File: src/rtl/sirq_pkg.sv
`timescale 1ns/1ps
package sirq_pkg;

  typedef enum logic [2:0] {
    ST_IDLE      = 3'd0,
    ST_START     = 3'd1,
    ST_DATA      = 3'd2,
    ST_STOP_WAIT = 3'd3,
    ST_STOP      = 3'd4
  } sirq_state_e;

  typedef enum logic [1:0] {
    PH_SAMPLE  = 2'd0,
    PH_RECOVER = 2'd1,
    PH_TURN    = 2'd2
  } sirq_phase_e;

  // Clock (counted from the rising edge of the start pulse) of frame f's sample phase.
  function automatic int unsigned sample_clk(input int unsigned frame);
    return 3 * frame - 1;
  endfunction

  // Clock of the final turn-around phase for nframes frames.
  function automatic int unsigned last_clk(input int unsigned nframes);
    return 3 * nframes + 1;
  endfunction

  // Phase of a given clock count inside the data frames.
  function automatic sirq_phase_e phase_of(input int unsigned c);
    case (c % 3)
      2:       return PH_SAMPLE;
      0:       return PH_RECOVER;
      default: return PH_TURN;
    endcase
  endfunction

endpackage

File: src/rtl/sirq_frame_tracker.sv
`timescale 1ns/1ps
module sirq_frame_tracker
  import sirq_pkg::*;
#(
  parameter int NF      = 16,
  parameter int CNT_W   = 6,
  parameter int QUIET_W = 2,
  parameter int WID_W   = 3
) (
  input  logic              clk,
  input  logic              rst_n,
  input  logic              line_i,
  output sirq_state_e       state_o,
  output logic [CNT_W-1:0]  cnt_o,
  output logic              quiet_o,
  output logic              start_entry_o,
  output logic              stop_end_o
);

  localparam int unsigned LAST = last_clk(NF);

  sirq_state_e        st_q;
  logic [CNT_W-1:0]   cnt_q;
  logic [WID_W-1:0]   wid_q;
  logic               quiet_q;

  assign state_o       = st_q;
  assign cnt_o         = cnt_q;
  assign quiet_o       = quiet_q;
  assign start_entry_o = (st_q == ST_IDLE) && !line_i;
  assign stop_end_o    = (st_q == ST_STOP) && line_i;

  always_ff @(posedge clk) begin
    if (!rst_n) begin
      st_q    <= ST_IDLE;
      cnt_q   <= '0;
      wid_q   <= '0;
      quiet_q <= 1'b0;
    end else begin
      case (st_q)
        ST_IDLE: begin
          if (!line_i) st_q <= ST_START;
        end
        ST_START: begin
          if (line_i) begin
            st_q  <= ST_DATA;
            cnt_q <= CNT_W'(1);
          end
        end
        ST_DATA: begin
          if (cnt_q == CNT_W'(LAST)) begin
            st_q  <= ST_STOP_WAIT;
            cnt_q <= '0;
          end else begin
            cnt_q <= cnt_q + 1'b1;
          end
        end
        ST_STOP_WAIT: begin
          if (!line_i) begin
            st_q  <= ST_STOP;
            wid_q <= WID_W'(1);
          end
        end
        ST_STOP: begin
          if (line_i) begin
            st_q    <= ST_IDLE;
            quiet_q <= (wid_q == WID_W'(QUIET_W));
          end else if (wid_q != '1) begin
            wid_q <= wid_q + 1'b1;
          end
        end
        default: st_q <= ST_IDLE;
      endcase
    end
  end

  // the count starts at 1 on the clock after the start pulse rises
  a_r2_count_from_rise: assert property (@(posedge clk) disable iff (!rst_n)
    (st_q == ST_START && line_i) |=> (st_q == ST_DATA && cnt_q == CNT_W'(1)));

  // data frames always end in the stop search after the final turn-around
  a_r2_frames_end: assert property (@(posedge clk) disable iff (!rst_n)
    (st_q == ST_DATA && cnt_q == CNT_W'(LAST)) |=> (st_q == ST_STOP_WAIT));

endmodule

File: src/rtl/sirq_req_latch.sv
`timescale 1ns/1ps
module sirq_req_latch
  import sirq_pkg::*;
#(
  parameter int             NF    = 16,
  parameter int             CNT_W = 6,
  parameter logic [NF-1:0]  OWN   = '1
) (
  input  logic              clk,
  input  logic              rst_n,
  input  logic [NF-1:0]     req_i,
  input  sirq_state_e       state_i,
  input  logic [CNT_W-1:0]  cnt_i,
  input  logic              line_i,
  input  logic              clear_i,
  output logic [NF-1:0]     lvl_o,
  output logic              pending_o
);

  logic [NF-1:0] cur_q;
  logic [NF-1:0] prv_q;
  logic [NF-1:0] dlv;
  logic [NF-1:0] chg;
  logic          pend_q;

  // A change is still deliverable while its frame's sample clock lies ahead.
  for (genvar n = 0; n < NF; n++) begin : g_dlv
    localparam int unsigned SC = sample_clk(n + 1);
    assign dlv[n] = (state_i == ST_START)
                 || (state_i == ST_IDLE && !line_i)
                 || (state_i == ST_DATA && cnt_i <= CNT_W'(SC));
  end

  assign chg       = (cur_q ^ prv_q) & OWN & ~dlv;
  assign lvl_o     = cur_q;
  assign pending_o = pend_q;

  always_ff @(posedge clk) begin
    if (!rst_n) begin
      cur_q  <= '1;
      prv_q  <= '1;
      pend_q <= 1'b0;
    end else begin
      cur_q <= req_i;
      prv_q <= cur_q;
      if (|chg)        pend_q <= 1'b1;
      else if (clear_i) pend_q <= 1'b0;
    end
  end

  // nothing becomes pending while a start pulse is on the line
  a_r8_start_no_pending: assert property (@(posedge clk) disable iff (!rst_n)
    (state_i == ST_START && !pend_q) |=> !pend_q);

endmodule

File: src/rtl/sirq_slot_driver.sv
`timescale 1ns/1ps
module sirq_slot_driver
  import sirq_pkg::*;
#(
  parameter int             NF    = 16,
  parameter int             CNT_W = 6,
  parameter logic [NF-1:0]  OWN   = '1
) (
  input  logic              clk,
  input  logic              rst_n,
  input  sirq_state_e       state_i,
  input  logic [CNT_W-1:0]  cnt_i,
  input  logic [NF-1:0]     lvl_i,
  input  logic              quiet_i,
  input  logic              pending_i,
  output logic              oe_o,
  output logic              o_o,
  output logic              self_start_o
);

  localparam logic [NF-1:0] OWN_EFF = OWN & ~NF'(1);

  logic          in_data;
  logic [NF-1:0] hit;
  sirq_phase_e   ph;
  logic          sample_ev;
  logic          drive_low;
  logic          rec_ev;
  logic          turn_ev;
  logic          drove_q;

  assign in_data = (state_i == ST_DATA);

  for (genvar f = 1; f <= NF; f++) begin : g_slot
    localparam int unsigned SC = sample_clk(f);
    assign hit[f-1] = in_data && (cnt_i == CNT_W'(SC));
  end

  assign ph           = phase_of(32'(cnt_i));
  assign sample_ev    = |hit;
  assign drive_low    = |(hit & ~lvl_i & OWN_EFF);
  assign rec_ev       = in_data && (ph == PH_RECOVER) && (cnt_i >= CNT_W'(3));
  assign turn_ev      = in_data && (ph == PH_TURN);
  assign self_start_o = (state_i == ST_IDLE) && quiet_i && pending_i;

  assign oe_o = drive_low | (rec_ev & drove_q) | self_start_o;
  assign o_o  = rec_ev & drove_q;

  always_ff @(posedge clk) begin
    if (!rst_n) drove_q <= 1'b0;
    else        drove_q <= drive_low;
  end

  // a low sample is always followed by a high recovery clock
  a_r4_recover_after_low: assert property (@(posedge clk) disable iff (!rst_n)
    (sample_ev && oe_o) |=> (oe_o && o_o));

  // high drive only right after a low drive
  a_r4_high_after_low: assert property (@(posedge clk) disable iff (!rst_n)
    (oe_o && o_o) |-> $past(oe_o && !o_o));

  // turn-around always releases
  a_r4_turn_release: assert property (@(posedge clk) disable iff (!rst_n)
    turn_ev |-> !oe_o);

  // frame 1 is never driven
  a_r5_frame1_silent: assert property (@(posedge clk) disable iff (!rst_n)
    hit[0] |-> !oe_o);

  // continuous mode idle never drives
  a_r1_cont_passive: assert property (@(posedge clk) disable iff (!rst_n)
    (state_i == ST_IDLE && !quiet_i) |-> !oe_o);

endmodule

File: src/rtl/sirq_agent.sv
`timescale 1ns/1ps
module sirq_agent
  import sirq_pkg::*;
#(
  parameter int             NF       = 16,
  parameter logic [NF-1:0]  OWN_MASK = {{(NF-1){1'b1}}, 1'b0},
  parameter int             QUIET_W  = 2
) (
  input  logic           clk,
  input  logic           rst_n,
  input  logic [NF-1:0]  req_lvl_i,
  input  logic           sirq_i,
  output logic           sirq_oe_o,
  output logic           sirq_o_o
);

  localparam int CNT_W = $clog2(last_clk(NF) + 1);

  sirq_state_e       state;
  logic [CNT_W-1:0]  cnt;
  logic              quiet;
  logic              start_entry;
  logic              stop_end;
  logic [NF-1:0]     lvl;
  logic              pending;
  logic              self_start;

  sirq_frame_tracker #(
    .NF(NF), .CNT_W(CNT_W), .QUIET_W(QUIET_W), .WID_W(3)
  ) trk_i (
    .clk(clk), .rst_n(rst_n), .line_i(sirq_i),
    .state_o(state), .cnt_o(cnt), .quiet_o(quiet),
    .start_entry_o(start_entry), .stop_end_o(stop_end)
  );

  sirq_req_latch #(
    .NF(NF), .CNT_W(CNT_W), .OWN(OWN_MASK)
  ) lat_i (
    .clk(clk), .rst_n(rst_n), .req_i(req_lvl_i),
    .state_i(state), .cnt_i(cnt), .line_i(sirq_i),
    .clear_i(start_entry), .lvl_o(lvl), .pending_o(pending)
  );

  sirq_slot_driver #(
    .NF(NF), .CNT_W(CNT_W), .OWN(OWN_MASK)
  ) drv_i (
    .clk(clk), .rst_n(rst_n), .state_i(state), .cnt_i(cnt),
    .lvl_i(lvl), .quiet_i(quiet), .pending_i(pending),
    .oe_o(sirq_oe_o), .o_o(sirq_o_o), .self_start_o(self_start)
  );

  // the mode changes only at the end of a stop pulse
  a_r6_mode_at_stop: assert property (@(posedge clk) disable iff (!rst_n)
    !$stable(quiet) |-> $past(stop_end));

  // a self start lasts one clock
  a_r7_one_clock: assert property (@(posedge clk) disable iff (!rst_n)
    self_start |=> !self_start);

  // a self start pulls the line low
  a_r7_drives_low: assert property (@(posedge clk) disable iff (!rst_n)
    self_start |-> (sirq_oe_o && !sirq_o_o));

endmodule

File: config.mk
export PLATFORM = sky130hd
export DESIGN_NAME = sirq_agent
export DESIGN_NICKNAME = d
export VERILOG_FILES = /design/src/rtl/sirq_pkg.sv /design/src/rtl/sirq_frame_tracker.sv /design/src/rtl/sirq_req_latch.sv /design/src/rtl/sirq_slot_driver.sv /design/src/rtl/sirq_agent.sv
export SDC_FILE = /design/constraint.sdc
export NUM_CORES = 1
export LEC_CHECK = 0
export BUFFER_PORTS_ARGS = -buffer_cell sky130_fd_sc_hd__buf_2
export CAP_MARGIN = 15
export CORE_MARGIN = 8
export CORE_UTILIZATION = 60
export DETAILED_ROUTE_END_ITERATION = 12
export PLACE_DENSITY = 0.9
export REMOVE_ABC_BUFFERS = 1
export SLEW_MARGIN = 20
export SYNTH_ARGS = -nofsm -noshare
export SYNTH_HDL_FRONTEND = slang
export SYNTH_SLANG_ARGS = --single-unit
File: constraint.sdc
create_clock -name clk -period 4.7 [get_ports clk]
set_input_delay 0.235 -clock clk [delete_from_list [all_inputs] [get_ports clk]]
set_output_delay 0.235 -clock clk [all_outputs]
set_load 0.02 [all_outputs]
==> run metrics, run 1 <==
status=finished clean; post-synth top area share=0.2985; final setup violation count=0; routability cong.=0.9064; total chip power=0.7345 mW; max-slew violations=0; layout cells sized above 1=0.1495; DRC violations left=0; Crit Path Class=reg -> out; initial DRC count=287; Synth warnings=0; first-pass GRT wire length=11540 µm; Final Hold Vio Count=0; Storage cell area=902.1 µm²; CTS clk-pin slew, worst paths=0.09 ns; top cells by count, synth=dfxtp_1, nand2b_1, nor2_1; Post-Syn Area=0.003018 mm²; Multi-input gate area=0.001927 mm²; Setup Total Neg Slack=0 ns; CTS Buf Count=5; initial antenna violation count=0; initial core utilization=0.6063; Max VDD drop=0.0002418 V; GRT Overall Usage=0.1872; Routed WL=6794 µm; fin crit share=0.9036; hold path depth=2; die width=86.92 µm; Netlist cell types=76; min Tclk post-route=4.247 ns; number of fill cells=413; pwr/cell area=229.4 mW/mm²; Cells after Synth=362; Worst-Skew Late Latency=0.30 ns; worst-path maximum fanout=8; clk_skew=0.005818 ns; Root Driver=clkbuf_8; Yosys reg bits=45; FF-to-FF path depth=8; most frequent cell after synthesis=dfxtp_1; Hold Buf Count CTS=0; largest net degree at the start of global routing=36; FMAX=235.5 MHz; Vias/cell=6.210; # diodes=0; Area growth syn-to-layout=6.095%; hold crit path type=in -> reg; main area contributors after synthesis=dfxtp_1, nand2b_1, ha_1; leading area contributor after synthesis=dfxtp_1; Die Area=0.007555 mm²; Post-synth EDFFs=0; detailed-route wire length per cell=15.51 µm; H-tree Lvls=2; RSZ-0062 raised after global routing=false; Layout Nets=397; Syn Area/Cell=8.337 µm²; die height=86.92 µm; GRT overflow=0; CP required=4.47 ns; Worst Path Arrival=4.01 ns; vias in the first global route=2544; Pre-antenna DRT Iters=5; Vias=2720; I/O pin count=21; register area share after synthesis=0.2985; Least-Margin Pin Slew=0.5612 ns; input/output buffers=19; post-detail-place hpwl=4877 µm; # placed instances=430; crit path capture type=output pin; Worst Setup Start Kind=register; core box area=0.004977 mm²; Max Root-Sink Buffers=2; number of core rows=26; Primary FF master, synth=dfxtp_1; asr flop ratio synth=0; Clock Sinks=45; fin cells=438; Final ANT Viol Nets=0; Pleak=1.221 nW; Slew headroom=0.6259; maxcap violations=0; CTS tree=built
[worst max-delay path, cell delays in order (launching register included)]
cell and delay (ns):
dfxtp_1 0.34, ha_1 0.38, nor4bb_1 0.08, o21ai_0 0.17, a31oi_1 0.15, or2_2 0.33, ha_2 0.23, inv_1 0.13
nand2_1 0.10, a211oi_4 0.24, and3_1 0.25, nor2_1 0.06, ha_1 0.23, inv_1 0.09, o211a_1 0.14, o211ai_1 0.10
mux2_4 0.32, o32ai_2 0.18, buf_2 0.20
[flip-flops by register name (all words and copies together), names as in the netlist]
name,flops
lat_i.lvl_o,15
lat_i.prv_q,15
trk_i.cnt_o,6
trk_i.state_o,3
trk_i.wid_q,3
drv_i.drove_q,1
lat_i.pending_o,1
trk_i.quiet_o,1
[placed cells by master (no fill, tap or decap), drive strengths merged, types with 5 or more instances in the layout]
cell and count:
nor4 5, nor3b 5, nand3b 7, clkbuf 6, o21ai 18, a211oi 5, and3 6, o21a 6
nor2 27, xor2 8, xnor2 9, ha 11, inv 13, a31oi 6, dfxtp 45, nand2b 35
nand3 8, nand2 22, buf 25, a21oi 25
[power breakdown]
group / internal (mW) / switching, mW / total [mW] / leakage, nW
logic: 0.0337 / 0.0403 / 0.0740 / 0.799
registers: 0.396 / 0.0141 / 0.410 / 0.371
clock network: 0.119 / 0.131 / 0.250 / 0.0512
[cell families (layout without fill, tap and decap cells)]
group / after synthesis / count (layout) / share of synthesized area
buffers and inverters: 40 / 46 / 0.06385
AO/OA/AOI/OAI: 99 / 99 / 0.2396
multiplexers: 4 / 4 / 0.01907
XOR/XNOR: 17 / 17 / 0.05556
flip-flops: 45 / 45 / 0.2985
AND/OR/NAND/NOR: 146 / 146 / 0.2778
adder cells (fa/ha/maj): 11 / 11 / 0.04560
[through the flow]
step	util	cell area (µm²)	worst slack, ns	hold WS [ns]
4_1_cts	0.6425	3198	0.2552	0.1050
3_3_place_gp	0.6232	3102	0.6753	0.4144
5_1_grt	0.6433	3202	0.1021	0.1091
6_report	0.6433	3202	0.4532	0.1076
2_1_floorplan	-	2874	0.3821	0.3038
3_5_place_dp	0.6232	3102	0.6041	0.4185
[metal layers]
layer  wire (µm)  track usage  vias up
met5           0            0        -
met4         185      0.09077        0
met3         445      0.03302       24
met2        3300       0.3116      125
met1        2863       0.2266     1272
li1            -            -     1299
[repair_timing]
item | 4_1_cts | 5_1_grt
resized for setup | 0 | 2
buffers inserted | 0 | 0
setup endpoints to repair | 0 | 1
[final cells by class]
cell class	instances	share of cell area
Tap cell	70	0.02735
Sequential cell	45	0.2818
Clock inverter	2	0.004299
Timing Repair Buffer	25	0.04377
Clock buffer	6	0.02579
Inverter	13	0.01524
Multi-Input combinational cell	277	0.6018
[worst paths after layout]
check                 startpoint             end  slack, ns
setup reg to reg  trk_i.cnt_o[1]   drv_i.drove_q       2.12
setup / recovery  trk_i.cnt_o[5]       sirq_oe_o       0.45
hold / removal      req_lvl_i[2]  lat_i.lvl_o[2]       0.11
hold reg to reg   lat_i.lvl_o[7]  lat_i.prv_q[7]       0.48
(Power assumes the default switching activity.)
==> inputs of run 2 (changes only) <==
BUFFER_PORTS_ARGS = -buffer_cell sky130_fd_sc_hd__buf_4   (was -buffer_cell sky130_fd_sc_hd__buf_2)
==> run metrics, run 2 (synthesis results as in run 1) <==
detailed-route wire length per cell=15.27 µm (-1.5%); hold crit path type=in -> reg; Die Area=0.007555 mm² (unchanged); Vias=2653 (-2.5%); Worst Setup Start Kind=register; DRC violations left=0 (unchanged); Largest stage delay, worst path=0.40 ns (+0.02 ns); CP required=4.47 ns (about the same); max-slew violations=0 (unchanged); first-pass GRT wire length=11290 µm (-2.1%); Root Driver=clkbuf_8; GRT Overall Usage=0.1847 (-0.002492); status=finished clean; input/output buffers=19 (unchanged); core box area=0.004977 mm² (unchanged); Pleak=1.243 nW (+1.8%); crit path capture type=output pin; fin crit share=0.9268 (+0.02320); CTS clk-pin slew, worst paths=0.09 ns (about the same); number of core rows=26 (unchanged); Layout Nets=397 (unchanged); maxcap violations=0 (unchanged); Final Hold Vio Count=0 (unchanged); post-detail-place hpwl=4882 µm (about the same); Pre-antenna DRT Iters=5 (unchanged); die height=86.92 µm (unchanged); Final ANT Viol Nets=0 (unchanged); critical path's slowest cell=ha_1; Cell Chain, Critical Path=ha_1 -> nor4bb_1 -> o21ai_0 -> a31oi_1 -> or2_2 -> ha_1 -> inv_1 -> nand2_1 -> a211oi_4 -> and3_1 -> nor2_1 -> ha_1 -> inv_1 -> o211a_1 -> o211ai_1 -> mux2_4 -> o32ai_2 -> buf_4; Slew headroom=0.6234 (-0.002454); initial core utilization=0.6063 (unchanged); Storage cell area=902.1 µm² (unchanged); Vias/cell=6.057 (-2.5%); Worst-Skew Late Latency=0.30 ns (about the same); commonest non-fill, non-tap cell in the layout=dfxtp_1; # diodes=0 (unchanged); RSZ-0062 raised after global routing=false; total chip power=0.7741 mW (+5.4%); initial DRC count=349 (+22%); Crit Path Class=reg -> out; Multi-input gate area=0.001924 mm² (-0.13%); vias in the first global route=2458 (-3.4%); min Tclk post-route=4.356 ns (+0.1090 ns); Least-Margin Pin Slew=0.5628 ns (+0.001602 ns); worst-path maximum fanout=8 (unchanged); initial antenna violation count=0 (unchanged); most frequent cells in the layout=dfxtp_1, nand2b_1, nor2_1; routability cong.=0.9422 (+3.9%); Setup Total Neg Slack=0 ns (unchanged); pwr/cell area=237.3 mW/mm² (+3.4%); CTS tree=built; Max VDD drop=0.0002931 V (+21%); layout cells sized above 1=0.1440 (-0.005435); FMAX=229.6 MHz (-2.5%); Worst Path Arrival=4.12 ns (+0.11 ns); final worst setup slack=0.3442 ns (-0.1090 ns); number of fill cells=409 (-0.97%); most used cell along the critical path=ha_1; final setup violation count=0 (unchanged); die width=86.92 µm (unchanged); Hold Buf Count CTS=0 (unchanged); Area growth syn-to-layout=8.085%; largest net degree at the start of global routing=36 (unchanged); H-tree Lvls=2 (unchanged); I/O pin count=21 (unchanged); clk_skew=0.01180 ns (+0.005980 ns); Routed WL=6690 µm (-1.5%); GRT overflow=0 (unchanged); pre-CTS WS=0.5876 ns (-0.01649 ns); Clock Sinks=45 (unchanged); Max Root-Sink Buffers=2 (unchanged); CTS Buf Count=5 (unchanged)
-- run 2: cell types whose count changed in the layout (fill, tap and decap cells not counted) --
cell       delta
buf_2        -19
buf_4        +19
bufinv_16     +1
clkbuf_1      +1
clkbuf_8      -1
clkinv_2      -1
ha_1          +1
ha_2          -1
-- run 2: path summary, 6_finish.rpt --
check,startpoint,to,slack [ns],cells past startpoint
worst max-delay path,trk_i.cnt_o[5],sirq_oe_o,0.34,18
worst min-delay path,req_lvl_i[7],lat_i.lvl_o[7],0.11,2
worst max register to register,trk_i.cnt_o[0],drv_i.drove_q,2.12,8
worst min register to register,trk_i.quiet_o,trk_i.quiet_o,0.47,2
-- run 2: layer usage --
layer / track usage / wire length (µm)
met5: 0 / 0
met4: 0.09859 / 194
met3: 0.03585 / 452
met2: 0.2998 / 3167
met1: 0.2246 / 2876
-- run 2: timing repair --
action | in CTS | in global routing
buffers inserted | 0 | 0
setup endpoints to repair | 0 | 2
gates resized for setup | 0 | 1
-- run 2: layout make-up --
type | count | area share
Multi-Input combinational cell | 277 | 0.5900
Sequential cell | 45 | 0.2766
Timing Repair Buffer | 25 | 0.05754
Tap cell | 70 | 0.02685
Clock buffer | 6 | 0.02225
Inverter | 13 | 0.01496
Clock inverter | 2 | 0.01189
-- run 2: worst max-delay path, delay by kind of cell, from the launching register on --
family                   cells  cell delay [ns]
AO/OA/AOI/OAI                6             0.99
adder cells (fa/ha/maj)      3             0.91
AND/OR/NAND/NOR              5             0.80
buffers and inverters        3             0.42
flip-flops                   1             0.37
multiplexers                 1             0.32
-- run 2: metrics by stage --
| stage | cell area [µm²] | utilization | hold slack (ns) | cells |
|---|---|---|---|---|
| floorplan | 2874 | - | 0.3038 | 335 |
| global placement | 3149 | 0.6327 | 0.4163 | 430 |
| detailed placement | 3149 | 0.6327 | 0.4203 | 430 |
| CTS | 3261 | 0.6551 | 0.1062 | 438 |
| global route | 3262 | 0.6554 | 0.09934 | 438 |
| finish | 3262 | 0.6554 | 0.1127 | 438 |
-- run 2: power breakdown --
| part | internal (mW) | switching (mW) | total [mW] | leakage, nW |
|---|---|---|---|---|
| clock network | 0.159 | 0.128 | 0.287 | 0.0554 |
| registers | 0.396 | 0.0139 | 0.410 | 0.371 |
| logic | 0.0375 | 0.0396 | 0.0772 | 0.816 |
==> inputs of run 3 (changes only) <==
PLACE_DENSITY = 0.76   (was 0.9)
==> run metrics, run 3 (synthesis results as in run 1) <==
initial core utilization=0.6063 (unchanged); Worst Setup Start Kind=register; die width=86.92 µm (unchanged); initial DRC count=171 (-51%); Slew headroom=0.6533 (+0.02987); pwr/cell area=236.7 mW/mm² (-0.26%); Routed WL=6629 µm (-0.91%); Pre-antenna DRT Iters=4 (-1); initial antenna violation count=0 (unchanged); CTS tree=built; DRC violations left=0 (unchanged); Max Root-Sink Buffers=2 (unchanged); Final ANT Viol Nets=0 (unchanged); layout cells sized above 1=0.1467 (+0.002717); commonest non-fill, non-tap cell in the layout=dfxtp_1; Pleak=1.243 nW (about the same); pre-CTS WS=0.6026 ns (+0.01504 ns); crit path capture type=output pin; min Tclk post-route=4.341 ns (-0.01469 ns); max-slew violations=0 (unchanged); die height=86.92 µm (unchanged); detailed-route wire length per cell=15.13 µm (-0.91%); first-pass GRT wire length=10990 µm (-2.6%); post-detail-place hpwl=4903 µm (+0.44%); Crit Path Class=reg -> out; status=finished clean; input/output buffers=19 (unchanged); CTS clk-pin slew, worst paths=0.08 ns (about the same); RSZ-0062 raised after global routing=false; Root Driver=clkbuf_8; Clock Sinks=45 (unchanged); maxcap violations=0 (unchanged); Hold Buf Count CTS=0 (unchanged); Vias/cell=5.895 (-2.7%); Least-Margin Pin Slew=0.5182 ns (-0.04464 ns); Vias=2582 (-2.7%); Setup Fix Bufs, Post-CTS=0 (unchanged); Worst-Skew Late Latency=0.30 ns (about the same); final worst setup slack=0.3589 ns (+0.01469 ns); Fin Hold WS=0.1142 ns (+0.001468 ns); GRT overflow=0 (unchanged); hold crit path type=in -> reg; routability cong.=0.9084 (-3.6%); Max VDD drop=0.0002348 V (-20%); Setup Total Neg Slack=0 ns (unchanged); number of core rows=26 (unchanged); Final Hold Vio Count=0 (unchanged); CP required=4.47 ns (about the same); worst-path maximum fanout=26 (+18); Layout Nets=397 (unchanged); cells resized by post-CTS repair=0 (unchanged); # diodes=0 (unchanged); clk_skew=0.004442 ns (-0.007356 ns); vias in the first global route=2374 (-3.4%); largest net degree at the start of global routing=36 (unchanged); CTS Buf Count=5 (unchanged); most frequent cells in the layout=dfxtp_1, nand2b_1, nor2_1; I/O pin count=21 (unchanged); Area growth syn-to-layout=8.126% (about the same); core box area=0.004977 mm² (unchanged); Die Area=0.007555 mm² (unchanged); Worst Path Arrival=4.11 ns (about the same); final setup violation count=0 (unchanged); FMAX=230.4 MHz (+0.34%); GRT Overall Usage=0.1794 (-0.005344); H-tree Lvls=2 (unchanged); fin crit share=0.9236 (-0.003125)
-- run 3: cell count changes in the layout (fill, tap and decap cells not counted) --
cell | before | now
dfxtp_2 | 1 | 2
dfxtp_1 | 44 | 43
-- run 3: cell type report --
type | count | area (µm²)
inverter | 13 | 48.80
fill | 432 | 1714
multi-input combinational | 277 | 1924
sequential | 45 | 903.4
tap | 70 | 87.58
timing repair buffer | 25 | 187.7
clock inverter | 2 | 38.79
clock buffer | 6 | 72.57
-- run 3: critical path: stages (launching register included) --
cell	delay [ns]
dfxtp_1	0.32
buf_4	0.22
inv_1	0.22
nor2_1	0.13
and3_1	0.23
or2_2	0.31
ha_1	0.30
inv_1	0.18
nand2_1	0.11
a211oi_4	0.24
and3_1	0.26
nor2_1	0.06
ha_1	0.22
inv_1	0.08
o211a_1	0.14
o211ai_1	0.10
mux2_4	0.32
o32ai_2	0.19
buf_4	0.18
-- run 3: where the power goes --
group	switching [mW]	internal, mW	leakage, nW
registers	0.0135	0.396	0.372
logic	0.0383	0.0374	0.816
clock network	0.128	0.160	0.0554
-- run 3: stage by stage --
stage	total power, mW	instance area [µm²]	util	instances
floorplan	0.4645	2874	-	335
global placement	0.4926	3149	0.6327	430
detailed placement	0.4940	3149	0.6327	430
CTS	0.7768	3261	0.6551	438
global route	0.8007	3263	0.6556	438
finish	0.7723	3263	0.6556	438
-- run 3: per-layer routing --
layer | track usage | up-vias | routed length [µm]
met4 | 0.07825 | 0 | 129
met3 | 0.03113 | 12 | 362
met1 | 0.2250 | 1186 | 3022
met5 | 0 | - | 0
met2 | 0.2929 | 85 | 3114
li1 | - | 1299 | -
-- run 3: final timing paths --
path	from	end	slack [ns]	cells past startpoint
max	trk_i.cnt_o[5]	sirq_oe_o	0.36	18
min	req_lvl_i[4]	lat_i.lvl_o[4]	0.11	2
max reg2reg	trk_i.cnt_o[0]	drv_i.drove_q	2.18	8
min reg2reg	trk_i.quiet_o	trk_i.quiet_o	0.47	2
